## src/rtl/rxbuf_pkg.sv

```systemverilog
package rxbuf_pkg;

  // Layout of one stored entry: status flags in the low bits, data above.
  localparam int FLD_OVR  = 0;
  localparam int FLD_FERR = 1;
  localparam int FLD_BIT9 = 2;
  localparam int FLD_DATA = 3;

  // Which source feeds the queue write port in a given cycle.
  typedef enum logic [1:0] {
    WSRC_NONE = 2'd0,
    WSRC_LIVE = 2'd1,
    WSRC_HOLD = 2'd2
  } wsrc_e;

endpackage

```

## src/rtl/rxbuf_hold.sv

```systemverilog
module rxbuf_hold
  import rxbuf_pkg::*;
#(
  parameter int W = 11
) (
  input  logic         clk,
  input  logic         rst,
  input  logic         en,
  input  logic         char_valid,
  input  logic [W-1:0] char_word,
  input  logic         start_det,
  input  logic         fifo_full,
  input  logic         wr_fire,
  output logic         hold_v,
  output logic [W-1:0] hold_word,
  output logic         release_now,
  output logic         ovr_pend
);

  logic capture;
  logic drop;

  assign capture     = en && char_valid && fifo_full && !hold_v;
  assign release_now = en && hold_v && !fifo_full;
  assign drop        = en && hold_v && fifo_full && start_det;

  always_ff @(posedge clk) begin
    if (rst || !en) begin
      hold_v <= 1'b0;
    end else if (capture) begin
      hold_v <= 1'b1;
    end else if (release_now || drop) begin
      hold_v <= 1'b0;
    end
  end

  always_ff @(posedge clk) begin
    if (capture) begin
      hold_word <= char_word;
    end
  end

  always_ff @(posedge clk) begin
    if (rst || !en) begin
      ovr_pend <= 1'b0;
    end else if (drop) begin
      ovr_pend <= 1'b1;
    end else if (wr_fire) begin
      ovr_pend <= 1'b0;
    end
  end

  AST_HOLD_CAPTURE: assert property (@(posedge clk) disable iff (rst)
    (en && char_valid && fifo_full) |=> hold_v);

  AST_NO_LIVE_WHILE_HELD: assert property (@(posedge clk) disable iff (rst)
    (en && char_valid) |-> !hold_v);

  AST_RELEASE_NEXT: assert property (@(posedge clk) disable iff (rst)
    (en && hold_v && !fifo_full) |=> !hold_v);

  AST_DROP_ON_START: assert property (@(posedge clk) disable iff (rst)
    ($past(hold_v) && !hold_v && $past(en) && $past(fifo_full)) |-> $past(start_det));

endmodule

```

## src/rtl/rxbuf_fifo.sv

```systemverilog
module rxbuf_fifo
  import rxbuf_pkg::*;
#(
  parameter int W     = 11,
  parameter int DEPTH = 2
) (
  input  logic         clk,
  input  logic         rst,
  input  logic         flush,
  input  logic         wr_en,
  input  logic [W-1:0] wr_word,
  input  logic         rd_req,
  output logic         full,
  output logic         nonempty_q,
  output logic [W-1:0] head_q
);

  localparam int PW = (DEPTH > 1) ? $clog2(DEPTH) : 1;
  localparam int CW = $clog2(DEPTH + 1);
  localparam logic [CW-1:0] CNT_MAX = CW'(DEPTH);
  localparam logic [PW-1:0] PTR_LAST = PW'(DEPTH - 1);

  logic [W-1:0]  mem [DEPTH];
  logic [PW-1:0] wptr, rptr, wptr_nxt, rptr_nxt;
  logic [CW-1:0] count, count_nxt;
  logic          wr_fire, rd_fire;

  function automatic logic [PW-1:0] ptr_inc(input logic [PW-1:0] p);
    return (p == PTR_LAST) ? '0 : p + 1'b1;
  endfunction

  assign full    = (count == CNT_MAX);
  assign wr_fire = wr_en && !flush;
  assign rd_fire = rd_req && !flush && (count != '0);

  always_comb begin
    wptr_nxt  = wr_fire ? ptr_inc(wptr) : wptr;
    rptr_nxt  = rd_fire ? ptr_inc(rptr) : rptr;
    count_nxt = count;
    if (wr_fire && !rd_fire) begin
      count_nxt = count + 1'b1;
    end else if (!wr_fire && rd_fire) begin
      count_nxt = count - 1'b1;
    end
  end

  always_ff @(posedge clk) begin
    if (rst || flush) begin
      wptr  <= '0;
      rptr  <= '0;
      count <= '0;
    end else begin
      wptr  <= wptr_nxt;
      rptr  <= rptr_nxt;
      count <= count_nxt;
    end
  end

  // Storage without reset so it can map to distributed or block RAM.
  always_ff @(posedge clk) begin
    if (wr_fire) begin
      mem[wptr] <= wr_word;
    end
  end

  // Registered head with forwarding of a same-cycle write to the new head slot.
  always_ff @(posedge clk) begin
    if (rst || flush) begin
      head_q     <= '0;
      nonempty_q <= 1'b0;
    end else begin
      nonempty_q <= (count_nxt != '0);
      if (count_nxt == '0) begin
        head_q <= '0;
      end else if (wr_fire && (wptr == rptr_nxt)) begin
        head_q <= wr_word;
      end else begin
        head_q <= mem[rptr_nxt];
      end
    end
  end

  AST_NO_OVERFLOW: assert property (@(posedge clk) disable iff (rst)
    wr_en |-> (count < CNT_MAX));

  AST_POP_ONE: assert property (@(posedge clk) disable iff (rst)
    (rd_fire && !wr_fire) |=> (count == $past(count) - 1'b1));

  AST_EMPTY_READ_IDLE: assert property (@(posedge clk) disable iff (rst)
    (!flush && !wr_en && count == '0) |=> (count == '0));

  AST_DONE_TRACKS: assert property (@(posedge clk) disable iff (rst)
    nonempty_q == (count != '0));

  AST_FLUSH_EMPTY: assert property (@(posedge clk) disable iff (rst)
    flush |=> (!nonempty_q && count == '0));

endmodule

```

## src/rtl/uart_rx_buffer.sv

```systemverilog
module uart_rx_buffer
  import rxbuf_pkg::*;
#(
  parameter int DATA_W = 8,
  parameter int DEPTH  = 2
) (
  input  logic              clk,
  input  logic              rst,
  input  logic              rx_en,
  input  logic              char_valid,
  input  logic [DATA_W-1:0] char_data,
  input  logic              char_bit9,
  input  logic              char_ferr,
  input  logic              start_det,
  input  logic              rd_data,
  output logic [DATA_W-1:0] head_data,
  output logic              head_bit9,
  output logic              head_ferr,
  output logic              head_ovr,
  output logic              rx_done,
  output logic              hold_busy
);

  localparam int ENTRY_W = DATA_W + FLD_DATA;

  logic [ENTRY_W-1:0] live_word, hold_word, wr_word, head_word;
  logic               fifo_full, hold_v, hold_release, ovr_pend, wr_en;
  wsrc_e              wsrc;

  assign live_word = {char_data, char_bit9, char_ferr, 1'b0};

  // Held character has priority: a live one cannot arrive while it waits.
  always_comb begin
    wsrc = WSRC_NONE;
    if (rx_en) begin
      if (hold_release) begin
        wsrc = WSRC_HOLD;
      end else if (char_valid && !fifo_full) begin
        wsrc = WSRC_LIVE;
      end
    end
  end

  always_comb begin
    case (wsrc)
      WSRC_HOLD: wr_word = hold_word;
      WSRC_LIVE: wr_word = live_word;
      default:   wr_word = '0;
    endcase
    wr_word[FLD_OVR] = ovr_pend;
  end

  assign wr_en = (wsrc != WSRC_NONE);

  rxbuf_hold #(.W(ENTRY_W)) u_hold (
    .clk         (clk),
    .rst         (rst),
    .en          (rx_en),
    .char_valid  (char_valid),
    .char_word   (live_word),
    .start_det   (start_det),
    .fifo_full   (fifo_full),
    .wr_fire     (wr_en),
    .hold_v      (hold_v),
    .hold_word   (hold_word),
    .release_now (hold_release),
    .ovr_pend    (ovr_pend)
  );

  rxbuf_fifo #(.W(ENTRY_W), .DEPTH(DEPTH)) u_fifo (
    .clk        (clk),
    .rst        (rst),
    .flush      (!rx_en),
    .wr_en      (wr_en),
    .wr_word    (wr_word),
    .rd_req     (rd_data),
    .full       (fifo_full),
    .nonempty_q (rx_done),
    .head_q     (head_word)
  );

  assign head_data = head_word[FLD_DATA +: DATA_W];
  assign head_bit9 = head_word[FLD_BIT9];
  assign head_ferr = head_word[FLD_FERR];
  assign head_ovr  = head_word[FLD_OVR];
  assign hold_busy = hold_v;

  AST_OVR_ONCE: assert property (@(posedge clk) disable iff (rst)
    (wr_en && wr_word[FLD_OVR]) |=> !ovr_pend);

  AST_LIVE_QUEUED: assert property (@(posedge clk) disable iff (rst)
    (rx_en && char_valid && !fifo_full) |=> rx_done);

  AST_NO_START_EFFECT: assert property (@(posedge clk) disable iff (rst)
    (rx_en && start_det && !hold_v && !ovr_pend) |=> !ovr_pend);

endmodule

```

## config.mk

```make
export PLATFORM = sky130hd
export DESIGN_NAME = uart_rx_buffer
export DESIGN_NICKNAME = d
export VERILOG_FILES = /design/src/rtl/rxbuf_pkg.sv /design/src/rtl/rxbuf_hold.sv /design/src/rtl/rxbuf_fifo.sv /design/src/rtl/uart_rx_buffer.sv
export SDC_FILE = /design/constraint.sdc
export NUM_CORES = 1
export LEC_CHECK = 0
export BUFFER_PORTS_ARGS = -buffer_cell sky130_fd_sc_hd__buf_2
export CAP_MARGIN = 20
export CORE_AREA = 3 3 74 76
export DETAILED_ROUTE_END_ITERATION = 10
export DIE_AREA = 0 0 77 79
export HOLD_SLACK_MARGIN = 0.12
export SLEW_MARGIN = 20
export SYNTH_ARGS = -nofsm -noshare
export SYNTH_HDL_FRONTEND = slang
export SYNTH_SLANG_ARGS = --single-unit
```

## constraint.sdc

```tcl
create_clock -name clk -period 6.72 [get_ports clk]
set_input_delay 0.672 -clock clk [delete_from_list [all_inputs] [get_ports clk]]
set_output_delay 0.672 -clock clk [all_outputs]
set_load 0.01 [all_outputs]
```

==> results.py <==
metrics = {
    "clock_tree": {
        "cts_root_buf": "clkbuf_8",
        "cts_made_buffers": 5,
        "cts_resized": 0,
        "clk_latency_ns": 0.30,
        "clock-sinks": 50,
        "cts_tree": "done",
        "hold_buffers": 0,
        "htreeDepth": 2,
        "post_cts_buffers": 0,
        "ctsLongestPathBuffers": 2,
        "clk_pin_slew_worst_paths_ns": 0.08,
    },
    "final_layout": {
        "drive_gt1_share_pct": 25.1,
        "syn2layout_area_growth_pct": 12.5,
        "final_nets": 219,
        "design_area_sq_mm": 0.00242,
        "insertedDiodeCount": 0,
    },
    "sta": {
        "slew_violations": 0,
        "setup_viol": 0,
        "finalClockSkew_ns": 0.00786,
        "tns_ns": 0,
        "fmax_mhz": 343,
        "rsz0062_at_grt": "no",
        "period_needed_ns": 2.92,
        "hold_viol": 0,
        "slew_headroom_pct": 43.7,
        "timing.final.crit_share_pct": 43.4,
        "whs_ns": 0.497,
        "tightest_slew_ns": 0.841,
    },
    "synthesis": {
        "avgSynthCellArea_sq_um": 12.4,
        "synth.distinct_cells": 31,
        "netlist.top_cell.by_area": "edfxtp_1",
        "synthesis.nets": 195,
        "syn-cell-area_sq_mm": 0.00215,
        "ys_async_sr_fraction_pct": 0,
        "synth_edf_count": 32,
        "ys_seq_elements": 50,
        "synth_top_area_share_pct": 44.7,
        "netlist_instances": 174,
        "ys_warn_count": 0,
        "yosys_most_used_dff": "edfxtp_1",
        "ys_seq_area_share_pct": 61.5,
        "synth.area.top_cells": "edfxtp_1 (45%), dfxtp_1 (17%), a311oi_2 (7.0%), nand2_1 (4.5%), a22oi_1 (3.5%)",
    },
    "global_routing": {
        "gr-usage-all-layers_pct": 12.6,
        "gr-total-overflow": 0,
        "antenna_found_initial": 0,
        "grt_max_degree": 16,
        "grt_pass1_wl_um": 6100,
        "grt_pass1_vias": 1226,
    },
    "run": {
        "maxCapViolCount": 0,
    },
    "critical_path": {
        "crit_fanout": 14,
        "worstSetupPathType": "flip-flop to flip-flop",
        "timing.rr.start": "u_fifo.count[0]",
        "critPathCaptureType": "flip-flop",
        "critPathRequiredTime_ns": 6.65,
        "startpoint_type": "flip-flop",
        "r2r_slack_ns": 3.80,
        "worstReg2RegEnd": "u_fifo.mem[0][1]",
        "worstPathArrival_ns": 2.85,
        "rr_worst_depth": 7,
    },
    "route": {
        "wl_per_cell_um": 13.8,
        "first_pass_iters": 4,
        "ant_nets": 0,
        "drt_iter0_markers": 59,
        "vias": 1321,
        "routed_via_density": 4.97,
        "route.detailed.drc": 0,
        "routed_wl_um": 3670,
    },
    "power_and_ir_drop": {
        "vdd_drop_max_mv": 0.109,
        "power_mw": 0.589,
        "powerDensity_mw_per_mm2": 244,
        "p_leak_nw": 0.850,
    },
    "min_path": {
        "holdPathEnd": "u_fifo.count[0]",
        "min_path_cells": 2,
        "min_from": "u_fifo.count[0]",
        "hp-class": "flip-flop to flip-flop",
    },
    "placement": {
        "dp.final_hpwl_um": 2810,
        "place_area_sq_mm": 0.00231,
        "port_buffers": 28,
        "gp_congestion": 0.801,
    },
    "floorplanning": {
        "die_x_um": 77,
        "start_util_pct": 44.9,
        "std_cell_rows": 25,
        "core_sq_mm": 0.00479,
        "io-pin-count": 29,
        "die_y_um": 79,
        "design.die.area_sq_mm": 0.00608,
    },
    "status": {
        "status": "finished clean",
    },
}
area by class of cell:
cell class                 instances  area, sq um
clock buffer                       6         72.6
clock inverter                     2         37.5
fill                             412         2370
inverter                           7         26.3
multi-input combinational        105          729
sequential                        50         1320
tap                               67         83.8
timing repair buffer              29          148
Yosys cell counts (all sizes together), types with 3 or more instances:
| cell | n |
|---|---|
| inv | 7 |
| nor3 | 12 |
| buf | 8 |
| clkbuf | 4 |
| nor2 | 17 |
| ha | 5 |
| a22oi | 10 |
| nand2 | 26 |
| a311oi | 11 |
| or2 | 3 |
| dfxtp | 18 |
| edfxtp | 32 |
| xor2 | 3 |
| nand2b | 3 |
report_power, final:
part           switching (mW)  leakage, nW  internal, mW
Clock                  0.0945       0.0514         0.111
Sequential            0.00238        0.436         0.331
Combinational          0.0314        0.363        0.0189
Total                   0.128        0.850         0.461
flip-flops by register name, summed over array words and instances, names as in the netlist:
register,count
u_fifo.mem,22
u_fifo.head_q,11
u_hold.hold_word,10
u_fifo.count,2
u_fifo.nonempty_q,1
u_fifo.rptr,1
u_fifo.wptr,1
u_hold.hold_v,1
u_hold.ovr_pend,1
through the flow:
stage | utilization (%) | cells | setup slack [ns]
floorplan | - | 174 | 4.10
global placement | 48.2 | 258 | 3.80
detailed placement | 48.2 | 258 | 3.67
CTS | 50.5 | 266 | 3.79
global route | 50.5 | 266 | 3.47
finish | 50.5 | 266 | 3.80
worst max path at each step:
stage,startpoint,to
6_report,u_fifo.count[0],u_fifo.mem[0][1]
5_1_grt,u_fifo.count[0],u_fifo.mem[1][9]
4_1_cts,u_fifo.count[0],u_fifo.mem[0][9]
3_5_place_dp,rx_en,u_fifo.mem[0][7]
3_3_place_gp,rx_en,u_fifo.mem[0][6]
2_1_floorplan,char_valid,u_fifo.mem[1][0]
placed cells by master (no fill, tap or decap):
cell	netlist	final
a311oi_1	1	1
nand2b_1	3	3
or2_1	1	1
nand3b_1	1	1
or2_0	1	1
maj3_1	2	2
nor3b_1	2	2
buf_4	0	1
xnor2_1	2	2
a211oi_1	1	1
xor2_1	3	3
nor2_1	17	17
clkbuf_1	4	1
buf_2	4	28
a21oi_1	1	1
nand2_1	26	26
mux2i_1	2	2
xnor3_1	1	1
a32oi_1	1	1
nor2b_4	1	1
clkbuf_8	0	5
dfxtp_1	18	18
edfxtp_1	32	32
inv_2	2	2
a221o_1	1	1
bufinv_16	0	1
nor3_1	12	12
or2_2	1	1
a22oi_1	10	10
clkinvlp_4	0	1
ha_1	5	5
a311oi_2	10	10
inv_1	5	5
layer usage:
metal	global-route usage, %	part of all wire (%)	wire [um]	up-vias
met5	0	0	0	-
met2	19.3	44	1620	36
met1	17.3	49	1790	610
met3	3.63	5.8	212	5
met4	4.27	1.4	52	0
li1	-	-	-	670
kinds of logic after synthesis:
kind of cell             synth area share, %
multiplexers                           0.931
adder cells (fa/ha/maj)                 3.84
flip-flops                              61.5
buffers and inverters                   4.60
XOR/XNOR                                3.09
AND/OR/NAND/NOR                         13.7
AO/OA/AOI/OAI                           12.3
worst max-delay path: stages (launching register included):
cell,delay (ns)
dfxtp_1,0.38
inv_1,0.10
ha_1,0.25
nor3_1,0.28
inv_1,0.11
ha_1,0.31
nand2b_1,0.38
nor2_1,0.74
No activity file was read; power rests on OpenSTA's default activity.
